## config.mk

```make
export PLATFORM = sky130hd
export DESIGN_NAME = simsamp_seq
export DESIGN_NICKNAME = d
export VERILOG_FILES = /design/src/rtl/simsamp_pkg.sv /design/src/rtl/simsamp_conv_stub.sv /design/src/rtl/simsamp_result_mem.sv /design/src/rtl/simsamp_seq.sv
export SDC_FILE = /design/constraint.sdc
export NUM_CORES = 1
export LEC_CHECK = 0
export BUFFER_PORTS_ARGS = -buffer_cell sky130_fd_sc_hd__buf_2
export CORE_ASPECT_RATIO = 0.8
export CORE_MARGIN = 2
export CORE_UTILIZATION = 52
export CTS_CLUSTER_SIZE = 12
export DETAILED_ROUTE_END_ITERATION = 10
export HOLD_SLACK_MARGIN = 0.03
export PLACE_DENSITY = 0.72
export REMOVE_ABC_BUFFERS = 1
export SYNTH_ARGS = -nofsm -noshare
export SYNTH_HDL_FRONTEND = slang
export SYNTH_HIERARCHICAL = 1
export SYNTH_SLANG_ARGS = --single-unit
```

## constraint.sdc

```tcl
create_clock -name clk_i -period 6.4 [get_ports clk_i]
set_clock_uncertainty 0.2 [all_clocks]
set_input_delay 0.96 -clock clk_i [delete_from_list [all_inputs] [get_ports clk_i]]
set_output_delay 0.96 -clock clk_i [all_outputs]
set_load 0.01 [all_outputs]
```

## src/rtl/simsamp_pkg.sv

```systemverilog
package simsamp_pkg;
  typedef enum logic [0:0] {ST_TRACK, ST_CONV} seq_state_e;

  function automatic int unsigned us_to_cycles(int unsigned clk_hz, int unsigned us);
    return (clk_hz / 1_000_000) * us;
  endfunction
endpackage

```

## src/rtl/simsamp_conv_stub.sv

```systemverilog
module simsamp_conv_stub #(
  parameter int unsigned DATA_W   = 14,
  parameter int unsigned CONV_CYC = 30
) (
  input  logic              clk_i,
  input  logic              rst_ni,
  input  logic              start_i,
  input  logic [DATA_W-1:0] val_i,
  output logic              done_o,
  output logic [DATA_W-1:0] code_o
);
  localparam int unsigned CW = $clog2(CONV_CYC + 1);

  logic [CW-1:0]     cnt_q;
  logic              busy_q;
  logic [DATA_W-1:0] code_q;

  assign done_o = busy_q && (cnt_q == '0);
  assign code_o = code_q;

  always_ff @(posedge clk_i or negedge rst_ni) begin
    if (!rst_ni) begin
      cnt_q  <= '0;
      busy_q <= 1'b0;
      code_q <= '0;
    end else if (start_i) begin
      cnt_q  <= CW'(CONV_CYC - 1);
      busy_q <= 1'b1;
      code_q <= val_i;
    end else if (busy_q) begin
      if (cnt_q == '0) busy_q <= 1'b0;
      else             cnt_q  <= cnt_q - 1'b1;
    end
  end

  AST_START_WHEN_FREE: assert property (@(posedge clk_i) disable iff (!rst_ni)
    start_i |-> (!busy_q || done_o));

endmodule

```

## src/rtl/simsamp_result_mem.sv

```systemverilog
module simsamp_result_mem #(
  parameter int unsigned NUM_CH = 4,
  parameter int unsigned DATA_W = 14,
  localparam int unsigned CH_W  = $clog2(NUM_CH)
) (
  input  logic              clk_i,
  input  logic              rst_ni,
  input  logic              wr_en_i,
  input  logic [CH_W-1:0]   wr_addr_i,
  input  logic [DATA_W-1:0] wr_data_i,
  input  logic              rd_i,
  input  logic              ptr_clr_i,
  input  logic [CH_W-1:0]   last_i,
  output logic [DATA_W-1:0] data_o
);
  logic [DATA_W-1:0] mem_q [NUM_CH];
  logic [CH_W-1:0]   ptr_q;
  logic [DATA_W-1:0] data_q;

  for (genvar g = 0; g < NUM_CH; g++) begin : g_word
    always_ff @(posedge clk_i or negedge rst_ni) begin
      if (!rst_ni)                                      mem_q[g] <= '0;
      else if (wr_en_i && wr_addr_i == CH_W'(g))        mem_q[g] <= wr_data_i;
    end
  end

  always_ff @(posedge clk_i or negedge rst_ni) begin
    if (!rst_ni) begin
      ptr_q  <= '0;
      data_q <= '0;
    end else begin
      if (rd_i) data_q <= mem_q[ptr_q];
      if (ptr_clr_i)   ptr_q <= '0;
      else if (rd_i)   ptr_q <= (ptr_q >= last_i) ? '0 : ptr_q + 1'b1;
    end
  end

  assign data_o = data_q;

  AST_PTR_IN_RANGE: assert property (@(posedge clk_i) disable iff (!rst_ni)
    ptr_q <= last_i || $past(last_i) != last_i);
  AST_PTR_CLEARED: assert property (@(posedge clk_i) disable iff (!rst_ni)
    ptr_clr_i |=> ptr_q == '0);
  AST_NO_READ_STABLE: assert property (@(posedge clk_i) disable iff (!rst_ni)
    !rd_i |=> $stable(data_q));

endmodule

```

## src/rtl/simsamp_seq.sv

```systemverilog
module simsamp_seq
  import simsamp_pkg::*;
#(
  parameter int unsigned CLK_HZ = 10_000_000,
  parameter int unsigned NUM_CH = 4,
  parameter int unsigned DATA_W = 14,
  localparam int unsigned CH_W     = $clog2(NUM_CH),
  localparam int unsigned CONV_CYC = us_to_cycles(CLK_HZ, 3),
  localparam int unsigned ACQ_CYC  = us_to_cycles(CLK_HZ, 1),
  localparam int unsigned AW       = $clog2(ACQ_CYC + 1) + 1
) (
  input  logic                     clk_i,
  input  logic                     rst_ni,
  input  logic                     start_i,
  input  logic [NUM_CH*DATA_W-1:0] ain_i,
  input  logic                     cfg_we_i,
  input  logic [CH_W-1:0]          cfg_cnt_i,
  input  logic                     cs_ni,
  input  logic                     rd_ni,
  output logic                     hold_o,
  output logic                     irq_no,
  output logic [DATA_W-1:0]        data_o
);
  seq_state_e               state_q;
  logic [CH_W-1:0]          ch_q, seq_last_q, cfg_last_q;
  logic [NUM_CH*DATA_W-1:0] held_q;
  logic [AW-1:0]            acq_cnt_q;
  logic                     start_q, rd_q, hold_q, irq_q;

  logic                     acq_ok, accept, conv_done, last_done, next_start;
  logic                     stub_start, rd_pulse;
  logic [CH_W-1:0]          ch_next;
  logic [DATA_W-1:0]        stub_val, stub_code;

  assign acq_ok     = (acq_cnt_q >= AW'(ACQ_CYC));
  assign accept     = (state_q == ST_TRACK) && acq_ok && start_i && !start_q;
  assign last_done  = (state_q == ST_CONV) && conv_done && (ch_q == seq_last_q);
  assign next_start = (state_q == ST_CONV) && conv_done && (ch_q != seq_last_q);
  assign stub_start = accept || next_start;
  assign ch_next    = ch_q + 1'b1;
  assign stub_val   = accept ? ain_i[DATA_W-1:0] : held_q[ch_next*DATA_W +: DATA_W];
  assign rd_pulse   = !cs_ni && rd_q && !rd_ni;

  always_ff @(posedge clk_i or negedge rst_ni) begin
    if (!rst_ni) begin
      start_q <= 1'b0;
      rd_q    <= 1'b1;
    end else begin
      start_q <= start_i;
      rd_q    <= rd_ni;
    end
  end

  always_ff @(posedge clk_i or negedge rst_ni) begin
    if (!rst_ni)                            cfg_last_q <= CH_W'(NUM_CH - 1);
    else if (cfg_we_i)
      cfg_last_q <= (cfg_cnt_i > CH_W'(NUM_CH - 1)) ? CH_W'(NUM_CH - 1) : cfg_cnt_i;
  end

  always_ff @(posedge clk_i or negedge rst_ni) begin
    if (!rst_ni) begin
      state_q    <= ST_TRACK;
      ch_q       <= '0;
      seq_last_q <= '0;
      hold_q     <= 1'b0;
    end else if (accept) begin
      state_q    <= ST_CONV;
      ch_q       <= '0;
      seq_last_q <= cfg_last_q;
      hold_q     <= 1'b1;
    end else if (last_done) begin
      state_q    <= ST_TRACK;
      hold_q     <= 1'b0;
    end else if (next_start) begin
      ch_q       <= ch_next;
    end
  end

  // simultaneous capture of every channel
  for (genvar g = 0; g < NUM_CH; g++) begin : g_th
    always_ff @(posedge clk_i or negedge rst_ni) begin
      if (!rst_ni)     held_q[g*DATA_W +: DATA_W] <= '0;
      else if (accept) held_q[g*DATA_W +: DATA_W] <= ain_i[g*DATA_W +: DATA_W];
    end
  end

  always_ff @(posedge clk_i or negedge rst_ni) begin
    if (!rst_ni)                              acq_cnt_q <= '0;
    else if (accept || state_q == ST_CONV)    acq_cnt_q <= '0;
    else if (!acq_ok)                         acq_cnt_q <= acq_cnt_q + 1'b1;
  end

  // end of sequence outranks read and start
  always_ff @(posedge clk_i or negedge rst_ni) begin
    if (!rst_ni)                   irq_q <= 1'b1;
    else if (last_done)            irq_q <= 1'b0;
    else if (accept || rd_pulse)   irq_q <= 1'b1;
  end

  simsamp_conv_stub #(.DATA_W(DATA_W), .CONV_CYC(CONV_CYC)) u_stub (
    .clk_i   (clk_i),
    .rst_ni  (rst_ni),
    .start_i (stub_start),
    .val_i   (stub_val),
    .done_o  (conv_done),
    .code_o  (stub_code)
  );

  simsamp_result_mem #(.NUM_CH(NUM_CH), .DATA_W(DATA_W)) u_mem (
    .clk_i     (clk_i),
    .rst_ni    (rst_ni),
    .wr_en_i   ((state_q == ST_CONV) && conv_done),
    .wr_addr_i (ch_q),
    .wr_data_i (stub_code),
    .rd_i      (rd_pulse),
    .ptr_clr_i (accept || cfg_we_i),
    .last_i    (cfg_last_q),
    .data_o    (data_o)
  );

  assign hold_o = hold_q;
  assign irq_no = irq_q;

  // checker-side count of tracking cycles
  logic [AW-1:0] track_len_q;
  always_ff @(posedge clk_i or negedge rst_ni) begin
    if (!rst_ni)                            track_len_q <= '0;
    else if (hold_q)                        track_len_q <= '0;
    else if (track_len_q < AW'(ACQ_CYC))    track_len_q <= track_len_q + 1'b1;
  end

  AST_ACQ_BEFORE_HOLD: assert property (@(posedge clk_i) disable iff (!rst_ni)
    $rose(hold_q) |-> $past(track_len_q) == AW'(ACQ_CYC));
  AST_IRQ_ONLY_TRACK: assert property (@(posedge clk_i) disable iff (!rst_ni)
    !irq_q |-> !hold_q);
  AST_HELD_FROZEN: assert property (@(posedge clk_i) disable iff (!rst_ni)
    (hold_q && $past(hold_q)) |-> $stable(held_q));
  AST_RESTART_IGNORED: assert property (@(posedge clk_i) disable iff (!rst_ni)
    (hold_q && start_i && !start_q) |=> $stable(held_q));
  AST_END_LOWERS_IRQ: assert property (@(posedge clk_i) disable iff (!rst_ni)
    $fell(hold_q) |-> !irq_q);

endmodule

```

==> flow_summary.yaml, run 1 <==
cts:
  clockRootBuffer: "clkbuf_16"
  cts_tree: "done"
  cts-hold-fix-buffers: 0
  path_clk_slew_ns: 0.06
  cts_buffers: 17
  clkSinkCount: 163
  cts_buffer_depth: 2
  cts_setup_buffers: 0
  ctsResizeCount: 0
  htree_levels: 4
  insertion_delay_ns: 0.42
routing:
  drt_wl_total_um: 14200
  drc: 0
  ant_nets: 0
  vias: 4198
  drt_pass1_iterations: 4
  drt_iter0_markers: 205
  wl_per_cell_um: 19.3
  viasPerCell: 5.70
cells_and_area:
  final_util_pct: 62.3
  final_cells: 736
  fill_cells: 1028
  antenna_cells: 0
  nets: 612
  layout_commonest_cell: "dfrtp_1"
  area_growth_pct: 15.8
  drive_above_1_share_pct: 54.9
  final_cell_mix: "dfrtp_1, mux2_2, buf_2"
floorplanning:
  pin_count: 80
  num_rows: 38
  initial_core_util_pct: 53.8
  core_area_mm2: 0.0137
  die_area_mm2: 0.0151
  die_w_um: 137
  die_y_um: 110
grt:
  grt_max_degree: 87
  grt_pass1_vias: 4576
  grt_pass1_wl_um: 23600
  grt_use_total_pct: 20.4
  antenna_found_initial: 0
  grt_overflow: 0
power_and_ir_drop:
  ir_drop_v: 0.000221
  leakage_nw: 4.09
  cellPowerDensity_mw_per_mm2: 316
setup_path:
  r2r_end: "u_stub/code_o[11]$_DFFE_PN0P_"
  rrSetupSlack_ns: 3.00
  cp.required_ns: 6.50
  start_kind: "flip-flop"
  ff2ff_path_depth: 5
  crit_arrival_ns: 3.50
  crit_fanout: 19
  crit_type: "flip-flop to flip-flop"
  end_kind: "flip-flop"
  reg2reg_from: "acq_cnt_q[1]$_DFFE_PN0P_"
synth:
  synthXorXnorAreaFrac_pct: 0.238
  synthDistinctLibCells: 56
  synth_seq_cells: 163
  syn_inst: 464
  synthFlopType: "dfrtp_1"
  synthAdderAreaFrac_pct: 0.849
  syn_area_mm2: 0.00737
  muxShareOfSynthArea_pct: 33.4
  synth_enable_flop_cells: 0
  seq_area_frac_synth_pct: 55.4
  synth_top_family_by_area: "multiplexers"
  synth-compound-area-share_pct: 3.40
  synth_area_per_cell_um2: 15.9
  synthArstFlopShare_pct: 100
  ys_warn_count: 6
  synthSimpleGateAreaFrac_pct: 3.75
sta:
  worstMarginPinSlew_ns: 1.19
  slew_viol_final: 0
  finalHoldWorstSlack_ns: 0.289
  setup_viol: 0
  relSlewSlack_pct: 20.6
  period_share_pct: 53.1
  fmax_mhz: 294
  setup_ws_ns: 3.00
  final-hold-violation-count: 0
  rsz0062_at_grt: "no"
  fin_crit_ns: 3.40
  timing.setup.tns_ns: 0
place:
  hpwl_um: 9230
  place_ws_ns: 2.98
  dp_cells: 704
  place.gp.congestion: 0.804
  port_buffers: 79
hold_path:
  min_path_type: "flip-flop to flip-flop"
  min_to: "held_q[23]$_DFFE_PN0P_"
  min-delay-start: "held_q[23]$_DFFE_PN0P_"
  min_path_cells: 1
outcome:
  status: "finished clean"
run:
  drv_cap: 0
-- metal layers --
layer | vias to the layer above | track usage (%) | routed length [um]
met2 | 102 | 32.2 | 6990
met5 | - | 0 | 0
met1 | 2170 | 27.6 | 6360
met4 | 0 | 7.90 | 218
li1 | 1907 | - | -
met3 | 19 | 4.36 | 633
-- synth_stat cells (2+ instances only) --
cell	instances	area (um2)
a2111oi_0	2	17.5
a21oi_1	6	30.0
and2b_2	2	17.5
buf_2	9	45.0
buf_4	6	45.0
buf_6	4	45.0
clkbuf_1	3	11.3
dfrtp_1	159	3980
dfstp_2	4	105
ha_1	5	62.6
inv_1	12	45.0
mux2_1	9	101
mux2_2	144	1620
mux2_4	5	75.1
mux4_1	9	236
mux4_2	19	428
nand2_1	4	15.0
nand2b_1	3	18.8
nand3_1	5	25.0
nand3b_1	3	22.5
nand4_1	2	12.5
nor2_1	7	26.3
nor3_1	3	15.0
nor3b_1	2	15.0
o21ai_0	2	10.0
o31ai_1	4	30.0
xor2_1	2	17.5
-- stage by stage --
| step | cell area [um2] | power [mW] |
|---|---|---|
| floorplan | 7200 | 1.47 |
| global route | 8530 | 2.82 |
| global placement | 7870 | 1.56 |
| finish | 8530 | 2.69 |
| CTS | 8530 | 2.72 |
| detailed placement | 7870 | 1.59 |
-- report_power, final --
part,switching (mW),leakage [nW],total (mW),internal [mW]
Sequential,0.109,2.15,1.26,1.15
Combinational,0.132,1.62,0.316,0.184
Clock,0.404,0.317,1.12,0.715
-- area by class of cell --
cell class              count  area (um2)  share of cell area, %
clock inverters            12         201                   2.36
flip-flops and latches    163        4080                   47.9
multi-input cells         265        3080                   36.1
clock buffers              20         457                   5.35
well taps                 180         225                   2.64
repair buffers             84         439                   5.15
inverters                  12        45.0                  0.528
-- how the worst max path moves through the flow --
stage / startpoint / endpoint / cells after the start
finish: acq_cnt_q[1]$_DFFE_PN0P_ / u_stub/code_o[11]$_DFFE_PN0P_ / 5
detailed placement: acq_cnt_q[1]$_DFFE_PN0P_ / u_stub/code_o[9]$_DFFE_PN0P_ / 5
floorplan: u_stub/cnt_q[0]$_DFFE_PN0P_ / u_stub/code_o[0]$_DFFE_PN0P_ / 7
global placement: acq_cnt_q[1]$_DFFE_PN0P_ / u_stub/code_o[6]$_DFFE_PN0P_ / 5
CTS: acq_cnt_q[1]$_DFFE_PN0P_ / u_stub/code_o[3]$_DFFE_PN0P_ / 5
global route: acq_cnt_q[1]$_DFFE_PN0P_ / u_stub/code_o[3]$_DFFE_PN0P_ / 5
-- kinds of logic after synthesis --
group / Yosys count
AOI/OAI and AO/OA: 29
xor gates and xnor gates: 2
adders and majority gates: 5
buffers and inverters: 36
DFF: 163
muxes: 186
and+or+nand+nor: 43
-- worst max-delay path, cell delays in order (launching register included) --
cell     delay (ns)
dfrtp_1        0.47
ha_1           0.29
o31a_1         0.29
o21ai_2        0.91
o21ai_2        0.64
mux2_2         0.46
-- registers in the layout, summed over array words and instances, names as in the netlist --
register	cells
rd_q	1
acq_cnt_q	5
u_stub/code_o	14
u_mem/ptr_q	2
ch_q	2
u_mem/data_o	14
irq_no	1
start_q	1
u_mem/mem_q	56
hold_o	1
cfg_last_q	2
u_stub/busy_q	1
held_q	56
seq_last_q	2
u_stub/cnt_q	5
No activity file was read; power rests on OpenSTA's default activity.
==> run 2: changes to the inputs <==
--- a/config.mk
+++ b/config.mk
@@ -5,6 +5,7 @@
 export SDC_FILE = /design/constraint.sdc
 export NUM_CORES = 1
 export LEC_CHECK = 0
+export ABC_AREA = 1
 export BUFFER_PORTS_ARGS = -buffer_cell sky130_fd_sc_hd__buf_2
 export CORE_ASPECT_RATIO = 0.8
 export CORE_MARGIN = 2
@@ -12,7 +13,7 @@
 export CTS_CLUSTER_SIZE = 12
 export DETAILED_ROUTE_END_ITERATION = 10
 export HOLD_SLACK_MARGIN = 0.03
-export PLACE_DENSITY = 0.72
+export PLACE_DENSITY = 0.74
 export REMOVE_ABC_BUFFERS = 1
 export SYNTH_ARGS = -nofsm -noshare
 export SYNTH_HDL_FRONTEND = slang
==> constraint.sdc (replaced) <==
create_clock -name clk_i -period 2.8 [get_ports clk_i]
set_clock_uncertainty 0.2 [all_clocks]
set_input_delay 0.42 -clock clk_i [delete_from_list [all_inputs] [get_ports clk_i]]
set_output_delay 0.42 -clock clk_i [all_outputs]
set_load 0.01 [all_outputs]
==> run 2 against run 1 <==
- final cell count is 82% higher
- setup slack worse by 2.6 ns
- register-to-register slack worse by 2.6 ns
- core utilization is 0.20 points higher
- die area is 6.5% higher
- area after synthesis is 6.7% higher
- first-iteration DRC count is 150% higher
- cell area is 9.3% higher
- largest power group unchanged
- highest routed layer unchanged
- hold slack worse by 0.25 ns
- largest cell class unchanged
- clock power is 110% higher
==> flow_summary.yaml, run 2 <==
cells_and_area:
  drive_above_1_share_pct: 12.9
  layout_commonest_cell: "nand2_1"
  area_growth_pct: 18.6
  final_cell_mix: "nand2_1, dfrtp_1, inv_1"
  final_cells: 1337
  biggestRegsByFlops: "held_q x56, u_mem/mem_q x56"
  nets: 1204
  antenna_cells: 0
cts:
  cts_setup_buffers: 0
  path_clk_slew_ns: 0.07
  insertion_delay_ns: 0.43
  htree_levels: 4
  cts_tree: "done"
  clkSinkCount: 163
  clockRootBuffer: "clkbuf_16"
  cts_buffer_depth: 2
  cts_buffers: 17
routing:
  wl_per_cell_um: 13.1
  drt_pass1_iterations: 5
  drt_wl_total_um: 17500
  ant_nets: 0
  viasPerCell: 5.00
  drt_iter0_markers: 506
  vias: 6687
  drc: 0
floorplanning:
  num_rows: 40
  initial_core_util_pct: 52.7
  die_w_um: 141
  die_area_mm2: 0.0161
  core_area_mm2: 0.0149
  pin_count: 80
  die_y_um: 114
place:
  hpwl_um: 11000
  dp_cells: 1263
  port_buffers: 79
  place.gp.congestion: 0.820
  place_ws_ns: 0.474
synth:
  yosys.cell_count.top_type: "nand2_1"
  seq_area_frac_synth_pct: 52.0
  synthXorXnorAreaFrac_pct: 0
  synthFlopType: "dfrtp_1"
  synth_area_per_cell_um2: 7.63
  synth-compound-area-share_pct: 6.05
  synthAdderAreaFrac_pct: 0.796
  synthSimpleGateAreaFrac_pct: 31.1
  synth_seq_cells: 163
  synth_common_cells: "nand2_1, dfrtp_1, inv_1"
  syn_inst: 1030
  synth_top_area_share_pct: 50.6
  synthArstFlopShare_pct: 100
  synth_top_area_cell: "dfrtp_1"
  ys_warn_count: 6
  synth_area_leaders: "dfrtp_1, nand2_1, nand3_1, inv_1, o21ai_0"
  muxShareOfSynthArea_pct: 0
  synth_enable_flop_cells: 0
  syn_area_mm2: 0.00786
  synthDistinctLibCells: 25
  synth_top_family_by_area: "simple AND/OR/NAND/NOR gates"
grt:
  grt_overflow: 0
  met2_usage_pct: 37.5
  top_usage_layer: "met2"
  grt_max_degree: 65
  use_met3_pct: 4.49
  met1_usage_pct: 32.4
  antenna_found_initial: 0
  grt_pass1_vias: 6439
  grt_pass1_wl_um: 30100
  grt_use_total_pct: 23.3
sta:
  final-hold-violation-count: 0
  slew_viol_final: 0
  setup_ws_ns: 0.435
  fin_crit_ns: 2.37
  relSlewSlack_pct: 58.0
  worstMarginPinSlew_ns: 0.629
  rsz0062_at_grt: "no"
  timing.setup.tns_ns: 0
  setup_viol: 0
  period_share_pct: 84.5
  finalHoldWorstSlack_ns: 0.0395
  fmax_mhz: 423
setup_path:
  end_kind: "flip-flop"
  crit_arrival_ns: 2.49
  crit_chain: "inv_1 > ha_1 > nand3_2 > nor2_1 > nand2_1 > inv_1 > nand3_2 > o21ai_0"
  crit_slowest_cell: "nand3_2"
  cp.required_ns: 2.93
  start_kind: "flip-flop"
  slowest_delay_ns: 0.44
  crit_type: "flip-flop to flip-flop"
  crit_fanout: 28
outcome:
  status: "finished clean"
hold_path:
  min_path_type: "primary input to flip-flop"
power_and_ir_drop:
  finalPower_mw: 5.02
  ir_drop_v: 0.000414
  leakage_nw: 5.04
  cellPowerDensity_mw_per_mm2: 538
run:
  drv_cap: 0
[run 2: cell types whose count changed after synthesis, sizes merged, moves of 7 or more]
cell / delta
buf: +21
clkbuf: +7
inv: +110
mux2: -158
mux4: -28
nand2: +461
nand3: +97
nor2: +11
o21ai: +83
[run 2: metrics by stage]
| stage | cell area, um2 | utilization (%) |
|---|---|---|
| 3_3_place_gp | 8300 | 55.7 |
| 5_1_grt | 9320 | 62.5 |
| 4_1_cts | 9320 | 62.5 |
| 3_5_place_dp | 8300 | 55.7 |
| 6_report | 9320 | 62.5 |
| 2_1_floorplan | 7530 | - |
[run 2: kinds of logic (layout without fill, tap and decap cells)]
group                      after synthesis  in the layout
DFF                                    163            163
adders and majority gates                5              5
and+or+nand+nor                        593            593
buffers and inverters                  174            292
AOI/OAI and AO/OA                       95             95
[run 2: final timing paths]
path | endpoint | from | slack [ns] | cells past startpoint
max | u_mem/mem_q[1]$_DFFE_PN0P_ | u_stub/cnt_q[0]$_DFFE_PN0P_ | 0.43 | 8
min | held_q[24]$_DFFE_PN0P_ | ain_i[24] | 0.04 | 3
max reg2reg | u_mem/mem_q[1]$_DFFE_PN0P_ | u_stub/cnt_q[0]$_DFFE_PN0P_ | 0.43 | 8
min reg2reg | held_q[25]$_DFFE_PN0P_ | held_q[25]$_DFFE_PN0P_ | 0.27 | 2
max in group asynchronous | held_q[18]$_DFFE_PN0P_ | rst_ni | 1.46 | 3
min in group asynchronous | held_q[48]$_DFFE_PN0P_ | rst_ni | 0.25 | 2
[run 2: cell type report]
class / instances / area [um2]
sequential: 163 / 4080
tap: 189 / 236
fill: 1298 / 5590
clock inverter: 15 / 170
inverter: 122 / 458
clock buffer: 17 / 425
timing repair buffer: 138 / 962
multi-input combinational: 693 / 2980
[run 2: what timing repair did]
action	in CTS	in global routing
hold buffers	42	0
hold endpoints to repair	72	0
resized for setup	0	0
endpoints found under the setup margin	0	0
[run 2: power by group]
part / internal [mW] / leakage [nW] / switching [mW]
registers: 2.38 / 2.23 / 0.0104
logic: 0.117 / 2.52 / 0.149
clock network: 1.34 / 0.288 / 1.02
total: 3.83 / 5.04 / 1.18
[run 2: metal layers]
layer / wire, um / vias to the layer above / share of wire [%]
li1: - / 3386 / -
met1: 8460 / 3135 / 48
met2: 8050 / 145 / 46
met3: 741 / 21 / 4.2
met4: 240 / 0 / 1.4
met5: 0 / - / 0
[run 2: critical path, delay by kind of cell (launching register included)]
kind	cells	cell delay [ns]
buffers and inverters	2	0.30
and+or+nand+nor	4	0.79
AOI/OAI and AO/OA	1	0.36
adders and majority gates	1	0.23
DFF	1	0.37
